File: src/rtl/fdiv_pkg.sv
package fdiv_pkg;

    // Controller states: ST_EDGE = last cycle of a period, ST_WAIT = cycles outstanding
    typedef enum logic [0:0] {
        ST_EDGE = 1'b0,
        ST_WAIT = 1'b1
    } fdiv_state_e;

endpackage

File: src/rtl/fdiv_len_calc.sv
// Computes (period length - 1) from the integer part and the accumulator carry.
// An integer of 0 wraps to all-ones after the decrement, giving a 2^INT_W period.
module fdiv_len_calc #(
    parameter int INT_W = 16
) (
    input  logic [INT_W-1:0] div_int_i,
    input  logic             carry_i,
    output logic [INT_W:0]   len_m1_o
);

    logic [INT_W-1:0] int_m1;

    always_comb begin
        int_m1   = div_int_i - INT_W'(1);
        len_m1_o = {1'b0, int_m1} + {{INT_W{1'b0}}, carry_i};
    end

endmodule

File: src/rtl/fdiv_phase_acc.sv
// Fractional phase accumulator; adds the fraction once per period start.
module fdiv_phase_acc #(
    parameter int FRAC_W = 8
) (
    input  logic              clk_i,
    input  logic              rst_ni,
    input  logic              load_i,
    input  logic              clear_i,
    input  logic [FRAC_W-1:0] frac_i,
    output logic [FRAC_W-1:0] acc_o,
    output logic              carry_o
);

    logic [FRAC_W-1:0] acc_q;
    logic [FRAC_W-1:0] base;
    logic [FRAC_W:0]   sum;

    always_comb begin
        base    = clear_i ? '0 : acc_q;
        sum     = {1'b0, base} + {1'b0, frac_i};
        carry_o = sum[FRAC_W];
    end

    always_ff @(posedge clk_i or negedge rst_ni) begin
        if (!rst_ni) begin
            acc_q <= '0;
        end else if (load_i) begin
            acc_q <= sum[FRAC_W-1:0];
        end
    end

    assign acc_o = acc_q;

endmodule

File: src/rtl/fdiv_down_cnt.sv
// Period down counter: loads (length - 1), steps down to zero.
module fdiv_down_cnt #(
    parameter int W = 17
) (
    input  logic         clk_i,
    input  logic         rst_ni,
    input  logic         load_i,
    input  logic         dec_i,
    input  logic [W-1:0] load_val_i,
    output logic [W-1:0] cnt_o,
    output logic         is_one_o
);

    logic [W-1:0] cnt_q;

    always_ff @(posedge clk_i or negedge rst_ni) begin
        if (!rst_ni) begin
            cnt_q <= '0;
        end else if (load_i) begin
            cnt_q <= load_val_i;
        end else if (dec_i) begin
            cnt_q <= cnt_q - W'(1);
        end
    end

    assign cnt_o    = cnt_q;
    assign is_one_o = (cnt_q == W'(1));

endmodule

File: src/rtl/fdiv_top.sv
module fdiv_top #(
    parameter int INT_W  = 16,
    parameter int FRAC_W = 8
) (
    input  logic              clk_i,
    input  logic              rst_ni,
    input  logic              run_i,
    input  logic              restart_i,
    input  logic [INT_W-1:0]  div_int_i,
    input  logic [FRAC_W-1:0] div_frac_i,
    output logic              tick_o
);

    import fdiv_pkg::*;

    localparam int CNT_W = INT_W + 1;

    fdiv_state_e       state_q;
    fdiv_state_e       state_d;
    logic              period_load;
    logic              cnt_dec;
    logic              carry;
    logic              cnt_is_one;
    logic [CNT_W-1:0]  len_m1;
    logic [CNT_W-1:0]  cnt_q;
    logic [FRAC_W-1:0] acc_q;

    // A new period begins on a pulse cycle or on a restart
    assign period_load = restart_i | (run_i & (state_q == ST_EDGE));
    assign cnt_dec     = run_i & ~restart_i & (state_q == ST_WAIT);

    fdiv_phase_acc #(.FRAC_W(FRAC_W)) u_acc (
        .clk_i   (clk_i),
        .rst_ni  (rst_ni),
        .load_i  (period_load),
        .clear_i (restart_i),
        .frac_i  (div_frac_i),
        .acc_o   (acc_q),
        .carry_o (carry)
    );

    fdiv_len_calc #(.INT_W(INT_W)) u_len (
        .div_int_i (div_int_i),
        .carry_i   (carry),
        .len_m1_o  (len_m1)
    );

    fdiv_down_cnt #(.W(CNT_W)) u_cnt (
        .clk_i      (clk_i),
        .rst_ni     (rst_ni),
        .load_i     (period_load),
        .dec_i      (cnt_dec),
        .load_val_i (len_m1),
        .cnt_o      (cnt_q),
        .is_one_o   (cnt_is_one)
    );

    // Next-state logic
    always_comb begin
        state_d = state_q;
        if (restart_i) begin
            state_d = (len_m1 == '0) ? ST_EDGE : ST_WAIT;
        end else begin
            unique case (state_q)
                ST_EDGE: begin
                    if (run_i) begin
                        state_d = (len_m1 == '0) ? ST_EDGE : ST_WAIT;
                    end
                end
                ST_WAIT: begin
                    if (run_i && cnt_is_one) begin
                        state_d = ST_EDGE;
                    end
                end
                default: state_d = ST_EDGE;
            endcase
        end
    end

    // State register
    always_ff @(posedge clk_i or negedge rst_ni) begin
        if (!rst_ni) begin
            state_q <= ST_EDGE;
        end else begin
            state_q <= state_d;
        end
    end

    // Output process
    always_comb begin
        tick_o = 1'b0;
        unique case (state_q)
            ST_EDGE: tick_o = run_i & ~restart_i;
            ST_WAIT: tick_o = 1'b0;
            default: tick_o = 1'b0;
        endcase
    end

endmodule

File: config.mk
export PLATFORM = sky130hd
export DESIGN_NAME = fdiv_top
export DESIGN_NICKNAME = d
export VERILOG_FILES = /design/src/rtl/fdiv_pkg.sv /design/src/rtl/fdiv_len_calc.sv /design/src/rtl/fdiv_phase_acc.sv /design/src/rtl/fdiv_down_cnt.sv /design/src/rtl/fdiv_top.sv
export SDC_FILE = /design/constraint.sdc
export NUM_CORES = 1
export LEC_CHECK = 0
export BUFFER_PORTS_ARGS = -buffer_cell sky130_fd_sc_hd__buf_2
export CAP_MARGIN = 30
export CORE_ASPECT_RATIO = 1.75
export CORE_MARGIN = 4
export CORE_UTILIZATION = 25
export CTS_CLUSTER_DIAMETER = 100
export DETAILED_ROUTE_END_ITERATION = 8
export HOLD_SLACK_MARGIN = 0.06
export PLACE_DENSITY_LB_ADDON = 0.3
export REMOVE_ABC_BUFFERS = 1
export SYNTH_ARGS = -nofsm -noshare
export SYNTH_HDL_FRONTEND = slang
export SYNTH_HIERARCHICAL = 1
export SYNTH_SLANG_ARGS = --single-unit
File: constraint.sdc
create_clock -name clk_i -period 7.9 [get_ports clk_i]
set_input_delay 1.58 -clock clk_i [delete_from_list [all_inputs] [get_ports clk_i]]
set_output_delay 1.58 -clock clk_i [all_outputs]
set_load 0.02 [all_outputs]
=== Yosys cells after proc, flatten, opt, wreduce, memory -nomap -nowiden ===
Cells that the tools add are included.
W data, S select, Z words.

* Output and inout bits: 1
* Logic and storage cells: 26
* Input bits: 28
* Flip-flop bits (word level): 26

* Bitwise gates (word level): 6
* Reductions and logical operators: 3
* Equal/unequal tests: 1
* Add/subtract/negate cells: 4
* Multiplexer cells: 9

{| class="wikitable"
|+ Operator list
! operator !! number
|-
| $mux W17 || 2
|-
| $add A16 B1 Y17 || 1
|-
| $eq A17 B1 Y1 const B || 1
|-
| $logic_not A17 Y1 || 1
|-
| $sub A17 B1 Y17 const B || 1
|-
| $sub A16 B1 Y16 const B || 1
|-
| $add A8 B8 Y9 || 1
|-
| $mux W8 || 1
|-
| $mux W1 || 4
|-
| $pmux W1 S2 || 2
|-
| $and A1 B1 Y1 || 3
|-
| $not A1 Y1 || 2
|-
| $reduce_bool A2 Y1 || 1
|-
| $logic_and A1 B1 Y1 || 1
|-
| $or A1 B1 Y1 || 1
|}

=== Depth between registers and ports, before layout ===
Gate-level depths: netlist of the first run.

* Word-level depth: 8
* Mapped depth: 17
* Gate-level depth less buffers: 16

=== Cells and area by module ===
The synthesis of the first run kept the hierarchy.

{| class="wikitable"
|+ Modules (own cells, without submodules)
! module !! sequential area each (sq um) !! cells each !! instances !! area each (sq um)
|-
| fdiv_down_cnt || 425.4 || 106 || 1 || 958.4
|-
| fdiv_len_calc || 0.0 || 124 || 1 || 889.6
|-
| fdiv_phase_acc || 200.2 || 73 || 1 || 689.4
|-
| fdiv_top || 25.0 || 15 || 1 || 136.4
|}

=== Worst setup path before layout of the first run ===
No wires, ideal clock.

* Path kind: in2reg
* Start: input restart_i
* End: register state_q
* Path buffers: 0
* Stages: 15
* Setup slack: 3102 ps
* Library setup time: 124 ps
* Arrival time: 4674 ps
* Path through: nor2b_1 > ha_1 > fa_1 > a211oi_2 > o21bai_1 > a2111oi_2 > a21oi_1 > ha_1 > and2b_2 > nand2_1 > mux2_2 > xor2_1 > nor4_2 > nand3_1 > a211o_1

* Word-level cells in the longest chain between the ends: 8

{| class="wikitable"
|+ Ends and longest elaborated chain
! element !! line !! text
|-
| start: declaration || fdiv_top.sv:8 || <nowiki>input logic restart_i,</nowiki>
|-
| $mux W8 * || fdiv_phase_acc.sv:19 || <nowiki>base = clear_i ? '0 : acc_q;</nowiki>
|-
| $add A8 B8 Y9 * || fdiv_phase_acc.sv:20 || <nowiki>sum = {1'b0, base} + {1'b0, frac_i};</nowiki>
|-
| via carry || fdiv_top.sv:22 || <nowiki>logic carry;</nowiki>
|-
| $add A16 B1 Y17 * || fdiv_len_calc.sv:15 || <nowiki>len_m1_o = {1'b0, int_m1} + {{INT_W{1'b0}}, carry_i};</nowiki>
|-
| via len_m1[7] || fdiv_top.sv:24 || <nowiki>logic [CNT_W-1:0] len_m1;</nowiki>
|-
| $logic_not A17 Y1 * || fdiv_top.sv:62, fdiv_top.sv:67 ||
|-
| $mux W1 * || fdiv_top.sv:62, fdiv_top.sv:67 ||
|-
| $mux W1 || fdiv_top.sv:66 || <nowiki>if (run_i) begin</nowiki>
|-
| $pmux W1 S2 || fdiv_top.sv:64 || <nowiki>unique case (state_q)</nowiki>
|-
| $mux W1 * || fdiv_top.sv:61 || <nowiki>if (restart_i) begin</nowiki>
|-
| via state_d || fdiv_top.sv:19 || <nowiki>fdiv_state_e state_d;</nowiki>
|-
| end signal: assignment || fdiv_top.sv:85 || <nowiki>state_q <= state_d;</nowiki>
|-
| end: declaration || fdiv_top.sv:18 || <nowiki>fdiv_state_e state_q;</nowiki>
|}

The timed path passes the listed nets; every way through them passes the cells marked *.
A chain may end at the register's enable or synchronous reset.

=== Worst setup path in the final report of the first run ===
Ends and elaborated chain as after synthesis.

==> run_results.csv, run 1 <==
group,metric,value,unit
placed_design,gp_congestion,0.8877,
timing,setup_viol,0,
global_route,grt_pass1_vias,2395,
synthesis,synth_compound_area_frac,0.2068,
setup_path,r2r_end,"state_q$_DFF_PN0_",
floorplanning,rows,49,
synthesis,ys_warn_count,6,
synthesis,synthAdderAreaFrac,0.06832,
synthesis,synth.area.top_cells,"dfrtp_1 24%, xnor2_1 7.5%, ha_1 6.1%",
drt,drc_errors,0,
clock_tree,clockBufferDepth,2,
power,intPower,313.6,uW
synthesis,ys_async_sr_fraction,1.000,
clock_tree,clkTransAtPathRegs,0.07,ns
timing,timing.setup.tns,0,ns
clock_tree,root_buffer,"clkbuf_16",
layout,final_area,2974,sq um
timing,maxSlewViolCount,0,
clock_tree,clkLatencyLatePin,0.27,ns
synthesis,synthFlopType,"dfrtp_1",
setup_path,cp_slowest_stage_delay,0.43,ns
layout,diodes,0,
setup_path,crit_arrival,5.18,ns
setup_path,crit_family,"compound AO/OA/AOI/OAI gates",
global_route,grt_use_total,0.1160,
worst_hold_path,min_path_type,"flip-flop to flip-flop",
power,p_seq_frac,0.375,
layout,final_common_cell,"nand2_1",
drt,wl_per_cell,14.93,um
floorplanning,die_area,12480,sq um
drt,drt_wl_total,6914,um
setup_path,path_class,"primary input to flip-flop",
power,combinationalPowerShare,0.359,
setup_path,end_kind,"flip-flop",
drt,dr.pass1.iters,4,
worst_hold_path,min_to,"u_acc/acc_o[4]$_DFFE_PN0P_",
synthesis,yosys.area_share.simple,0.2836,
setup_path,rr_startpoint,"u_acc/acc_o[0]$_DFFE_PN0P_",
power,swShare,0.3446,
power,p_leak,1.136,nW
run_status,status,"finished, final reports clean",
floorplanning,io_pins,29,
placed_design,portBuffers,28,
drt,ant_nets,0,
timing,fmax,0.1993,GHz
layout,nNetsFinal,379,
timing,fin_skew,0.005653,ns
global_route,grt_max_degree,47,
run,maxCapViolCount,0,
clock_tree,post_cts_resized,0,
timing,finalCriticalPeriod,5.016,ns
layout,final_cell_mix,"33 x nand2_1, 28 x buf_2, 26 x dfrtp_1",
synthesis,yosysTopAreaCellShare,0.2433,
timing,tightestPinTransition,0.6950,ns
worst_hold_path,min_from,"u_acc/acc_o[4]$_DFFE_PN0P_",
power,p_switching,164.9,uW
placed_design,place_area,2885,sq um
timing,rsz0062_at_grt,"false",
setup_path,start_kind,"primary input",
synthesis,synth_edf_count,0,
setup_path,critical_path_buf_inv_count,1,
floorplanning,fp.dieH,144.8,um
setup_path,reg2regPathDepth,15,
setup_path,cpMostUsedCell,"ha_1",
timing,hold_viol_final,0,
floorplanning,start_util,0.2581,
drt,vias,2338,
synthesis,syn_inst,318,
synthesis,ys_seq_area_frac,0.2433,
layout,utilization,0.2870,
worst_hold_path,hold_depth,1,
power,powerDensity,160.9,nW/um^2
setup_path,crit_chain,"buf_2 -> nor2b_1 -> ha_1 -> fa_1 -> a211oi_2 -> o21bai_1 -> a2111oi_2 -> a21oi_1 -> ha_1 -> and2b_2 -> nand2_1 -> mux2_2 -> xor2_1 -> nor4_2 -> nand3_1 -> a211o_1",
floorplanning,die_w,86.18,um
drt,routed_via_density,5.050,
synthesis,muxShareOfSynthArea,0.03510,
power,clockPowerShare,0.266,
synthesis,synth_top_family_by_area,"simple AND/OR/NAND/NOR gates",
synthesis,syn_area,2674,sq um
synthesis,synth-seq-cells,26,
timing,period_share,0.6350,
floorplanning,coreArea,10360,sq um
placed_design,detailed_place_hpwl,5616,um
clock_tree,cts_made_buffers,3,
setup_path,cp.required,8.06,ns
timing,relSlewSlack,0.5331,
synthesis,syn_area_per_cell,8.408,sq um
synthesis,synthXorXnorAreaFrac,0.1146,
setup_path,path_max_fanout,13,
layout,area_growth,11.23,%
power,ir_worst_vdd,0.07774,mV
drt,drt-initial-drc-count,119,
clock_tree,h-tree-depth,1,
clock_tree,post_cts.repair.setup_buffers,0,
global_route,antenna_found_initial,0,
setup_path,r2r_slack,4.01,ns
clock_tree,cts.sinks,26,
setup_path,crit_start,"restart_i",
synthesis,yosysTopAreaCell,"dfrtp_1",
global_route,grt_remaining_overflow,0,
setup_path,cpMaxStageDelayCell,"fa_1",
layout,drive_above_1_share,0.1667,
clock_tree,cts_tree,"done",
timing,hold_ws,0.4864,ns
synthesis,yosys.cell_types.count,68,
clock_tree,cts_hold_buf,0,
global_route,grt_pass1_wl,11370,um
==> final cells by class <==
| class | instances | area, sq um |
|---|---|---|
| Inverter | 11 | 41.29 |
| Fill cell | 1127 | 7387 |
| Tap cell | 127 | 158.9 |
| Multi-Input combinational cell | 267 | 1894 |
| Clock buffer | 4 | 88.84 |
| Timing Repair Buffer | 28 | 140.1 |
| Sequential cell | 26 | 650.6 |
==> cell usage after synthesis (3+ instances only) <==
cell / count
o211ai_1: 3
a21o_1: 3
nor2b_1: 9
nand3_1: 8
a21oi_1: 10
a31oi_1: 3
clkbuf_1: 7
buf_6: 4
ha_1: 13
nor3_1: 9
or4_1: 4
nand2_1: 33
mux2_2: 3
nand2b_1: 3
xnor2_1: 23
xor2_1: 12
dfrtp_1: 26
nand4_1: 4
nor4_1: 6
o21ai_0: 25
o21ai_1: 4
inv_1: 11
mux2i_1: 6
or3_1: 7
nor2_1: 24
nor4_2: 3
nand3b_1: 3
a211oi_1: 4
==> power by group through the flow <==
stage	combinational, mW	clock [mW]	sequential [mW]
final	0.172	0.127	0.179
after global routing	0.195	0.140	0.183
after CTS	0.174	0.132	0.179
after detailed placement	0.173	0	0.182
after global placement	0.170	0	0.182
after floorplan	0.127	0	0.176
==> flip-flops by register name, indices dropped and copies added (netlist names) <==
signal	flops
state_q	1
u_acc/acc_o	8
u_cnt/cnt_o	17
==> per-layer routing <==
| layer | wire length [um] | up-vias | global-route usage |
|---|---|---|---|
| li1 | - | 1196 | - |
| met3 | 189 | 12 | 0.01133 |
| met1 | 2555 | 1093 | 0.1132 |
| met4 | 219 | 0 | 0.06486 |
| met2 | 3949 | 37 | 0.2310 |
| met5 | 0 | - | 0 |
==> stage by stage <==
step | std cells | power, mW | setup WS [ns]
after global placement | 459 | 0.3517 | 2.612
after CTS | 463 | 0.4857 | 2.849
after floorplan | 304 | 0.3034 | 3.102
after detailed placement | 459 | 0.3549 | 2.549
final | 463 | 0.4784 | 2.884
after global routing | 463 | 0.5184 | 2.593
==> cells by family (layout without fill, tap and decap cells) <==
family | Yosys count | in the layout
simple gates | 131 | 131
compound gates | 78 | 78
xor+xnor | 35 | 35
flops | 26 | 26
buf+inv | 25 | 43
fa+ha+maj | 14 | 14
mux | 9 | 9
==> worst max path at each step <==
stage / endpoint / slack, ns / cells after the start
after floorplan: state_q$_DFF_PN0_ / 3.10 / 15
after global placement: state_q$_DFF_PN0_ / 2.61 / 16
after detailed placement: state_q$_DFF_PN0_ / 2.55 / 16
after CTS: state_q$_DFF_PN0_ / 2.85 / 16
after global routing: state_q$_DFF_PN0_ / 2.59 / 16
final: state_q$_DFF_PN0_ / 2.88 / 16
No activity file was read; power rests on OpenSTA's default activity.
==> inputs of run 2 (changes only) <==
- ABC_AREA: unset -> 1
- clock period: 7.9 -> 5.1 ns (I/O delays scaled with it)
==> run_results.csv, run 2 <==
group,metric,value,unit
layout,largest_register_ff_count,17,
floorplanning,rows,52,
timing,rsz0062_at_grt,"false",
timing,fin_skew,0.003087,ns
layout,final_cells,643,
drt,vias,3046,
global_route,grt_remaining_overflow,0,
global_route,grt_use_total,0.1136,
clock_tree,post_cts_resized,0,
power,p_leak,1.707,nW
drt,drt_wl_total,7745,um
run,maxCapViolCount,0,
clock_tree,cts_hold_buf,0,
floorplanning,die_w,90.28,um
timing,fin_ws,1.464,ns
drt,wl_per_cell,12.05,um
drt,drc_errors,0,
placed_design,dp_slack,1.140,ns
timing,relSlewSlack,0.5788,
clock_tree,h-tree-depth,1,
floorplanning,coreArea,11580,sq um
floorplanning,fp.dieH,152.0,um
global_route,antenna_found_initial,0,
drt,drt-initial-drc-count,164,
clock_tree,clockBufferDepth,2,
drt,dr.pass1.iters,5,
layout,area_growth,12.17,%
synthesis,ys_async_sr_fraction,1.000,
setup_path,path_max_fanout,10,
clock_tree,root_buffer,"clkbuf_16",
global_route,grt_pass1_wl,13190,um
layout,nNetsFinal,552,
timing,maxSlewViolCount,0,
synthesis,synth_edf_count,0,
timing,tightestPinTransition,0.6319,ns
layout,final_cell_mix,"151 x nand2_1, 68 x nor2_1, 63 x inv_1",
synthesis,syn_area,2962,sq um
clock_tree,cts.sinks,26,
synthesis,syn_inst,481,
drt,routed_via_density,4.737,
synthesis,yosysTopAreaCell,"dfrtp_1",
synthesis,yosys.cell_types.count,36,
placed_design,portBuffers,28,
synthesis,yosysTopAreaCellShare,0.2197,
placed_design,dp_cells,640,
placed_design,detailed_place_hpwl,6471,um
synthesis,ys_warn_count,6,
global_route,grt_max_degree,27,
synthesis,syn_area_per_cell,6.157,sq um
floorplanning,io_pins,29,
setup_path,cp.required,5.26,ns
synthesis,synthFlopType,"dfrtp_1",
clock_tree,clkTransAtPathRegs,0.07,ns
timing,hold_viol_final,0,
floorplanning,start_util,0.2557,
clock_tree,clkLatencyLatePin,0.27,ns
setup_path,crit_arrival,3.80,ns
placed_design,gp_congestion,0.7995,
layout,diodes,0,
worst_hold_path,min_path_type,"flip-flop to flip-flop",
synthesis,synth.area.top_cells,"dfrtp_1 22%, nand2_1 19%, nor2_1 8.6%",
synthesis,synth_commonest_cells,"151 x nand2_1, 68 x nor2_1, 63 x inv_1",
setup_path,path_class,"primary input to flip-flop",
layout,utilization,0.2868,
timing,period_share,0.7130,
drt,ant_nets,0,
setup_path,end_kind,"flip-flop",
clock_tree,post_cts.repair.setup_buffers,0,
global_route,grt_pass1_vias,3055,
timing,hold_ws,0.4813,ns
layout,final_common_cell,"nand2_1",
power,ir_worst_vdd,0.07020,mV
synthesis,synth-seq-cells,26,
synthesis,synth.most_common_cell,"nand2_1",
floorplanning,die_area,13720,sq um
synthesis,ys_seq_area_frac,0.2197,
timing,setup_viol,0,
layout,drive_above_1_share,0.1575,
setup_path,start_kind,"primary input",
timing,fmax,0.2750,GHz
power,powerDensity,235.1,nW/um^2
clock_tree,cts_made_buffers,3,
timing,finalCriticalPeriod,3.636,ns
timing,timing.setup.tns,0,ns
clock_tree,cts_tree,"done",
run_status,status,"finished, final reports clean",
[run 2: logic make-up after synthesis]
logic type | share of synthesized area
adders and majority gates | 0.06168
buffers and inverters | 0.1006
AOI/OAI and AO/OA | 0.1022
and+or+nand+nor | 0.4833
DFF | 0.2197
xor gates and xnor gates | 0.03253
[run 2: through the flow]
stage          power, mW  area, sq um
4_1_cts           0.7894         3322
6_report          0.7810         3322
2_1_floorplan     0.5155         2930
3_5_place_dp      0.6041         3247
5_1_grt           0.8455         3322
3_3_place_gp      0.5974         3247
[run 2: path summary, 6_finish.rpt]
kind	from	slack [ns]	cells after the start	endpoint
setup reg to reg	u_acc/acc_o[0]$_DFFE_PN0P_	2.02	26	state_q$_DFF_PN0_
setup / recovery	restart_i	1.46	25	state_q$_DFF_PN0_
hold / removal	u_acc/acc_o[7]$_DFFE_PN0P_	0.48	2	u_acc/acc_o[7]$_DFFE_PN0P_
min in group asynchronous	rst_ni	0.77	1	u_acc/acc_o[5]$_DFFE_PN0P_
hold reg to reg	u_acc/acc_o[7]$_DFFE_PN0P_	0.48	2	u_acc/acc_o[7]$_DFFE_PN0P_
max in group asynchronous	rst_ni	3.92	1	u_cnt/cnt_o[8]$_DFFE_PN0P_
[run 2: where the power goes]
group	total, mW	internal, mW	leakage, nW	switching [mW]
Sequential	0.278	0.245	0.315	0.0330
Combinational	0.322	0.114	1.35	0.207
Clock	0.181	0.104	0.0370	0.0770
Total	0.781	0.464	1.71	0.317
[run 2: final cells by class]
cell class                      instances  area, sq um
Fill cell                            1325         8259
Multi-Input combinational cell        379         2013
Sequential cell                        26        650.6
Inverter                               71        266.5
Tap cell                              135        168.9
Timing Repair Buffer                   29        147.6
Clock buffer                            3        75.07
[run 2: worst max-delay path: stages]
cell and delay, ns:
buf_2 0.16, nor2_1 0.12, ha_1 0.18, fa_1 0.20, nand2_1 0.07, nand3_1 0.09, nand2_1 0.09, o221ai_1 0.24
ha_1 0.24, ha_1 0.15, inv_1 0.06, nor2_2 0.13, nand3_2 0.13, nor2_4 0.16, nand2_2 0.09, nor2_2 0.10
nand2_1 0.05, nand2_1 0.06, inv_1 0.05, nor2_1 0.11, nand2_1 0.05, nor2_1 0.09, nand2_1 0.06, nand2_1 0.05
nand2_1 0.04
[run 2: layer usage]
layer  vias up  global-route usage  routed length [um]
li1       1576                   -                   -
met1      1381              0.1125                2957
met2        69              0.2300                4286
met3        20            0.008412                 238
met4         0             0.05625                 261
met5         -                   0                   0
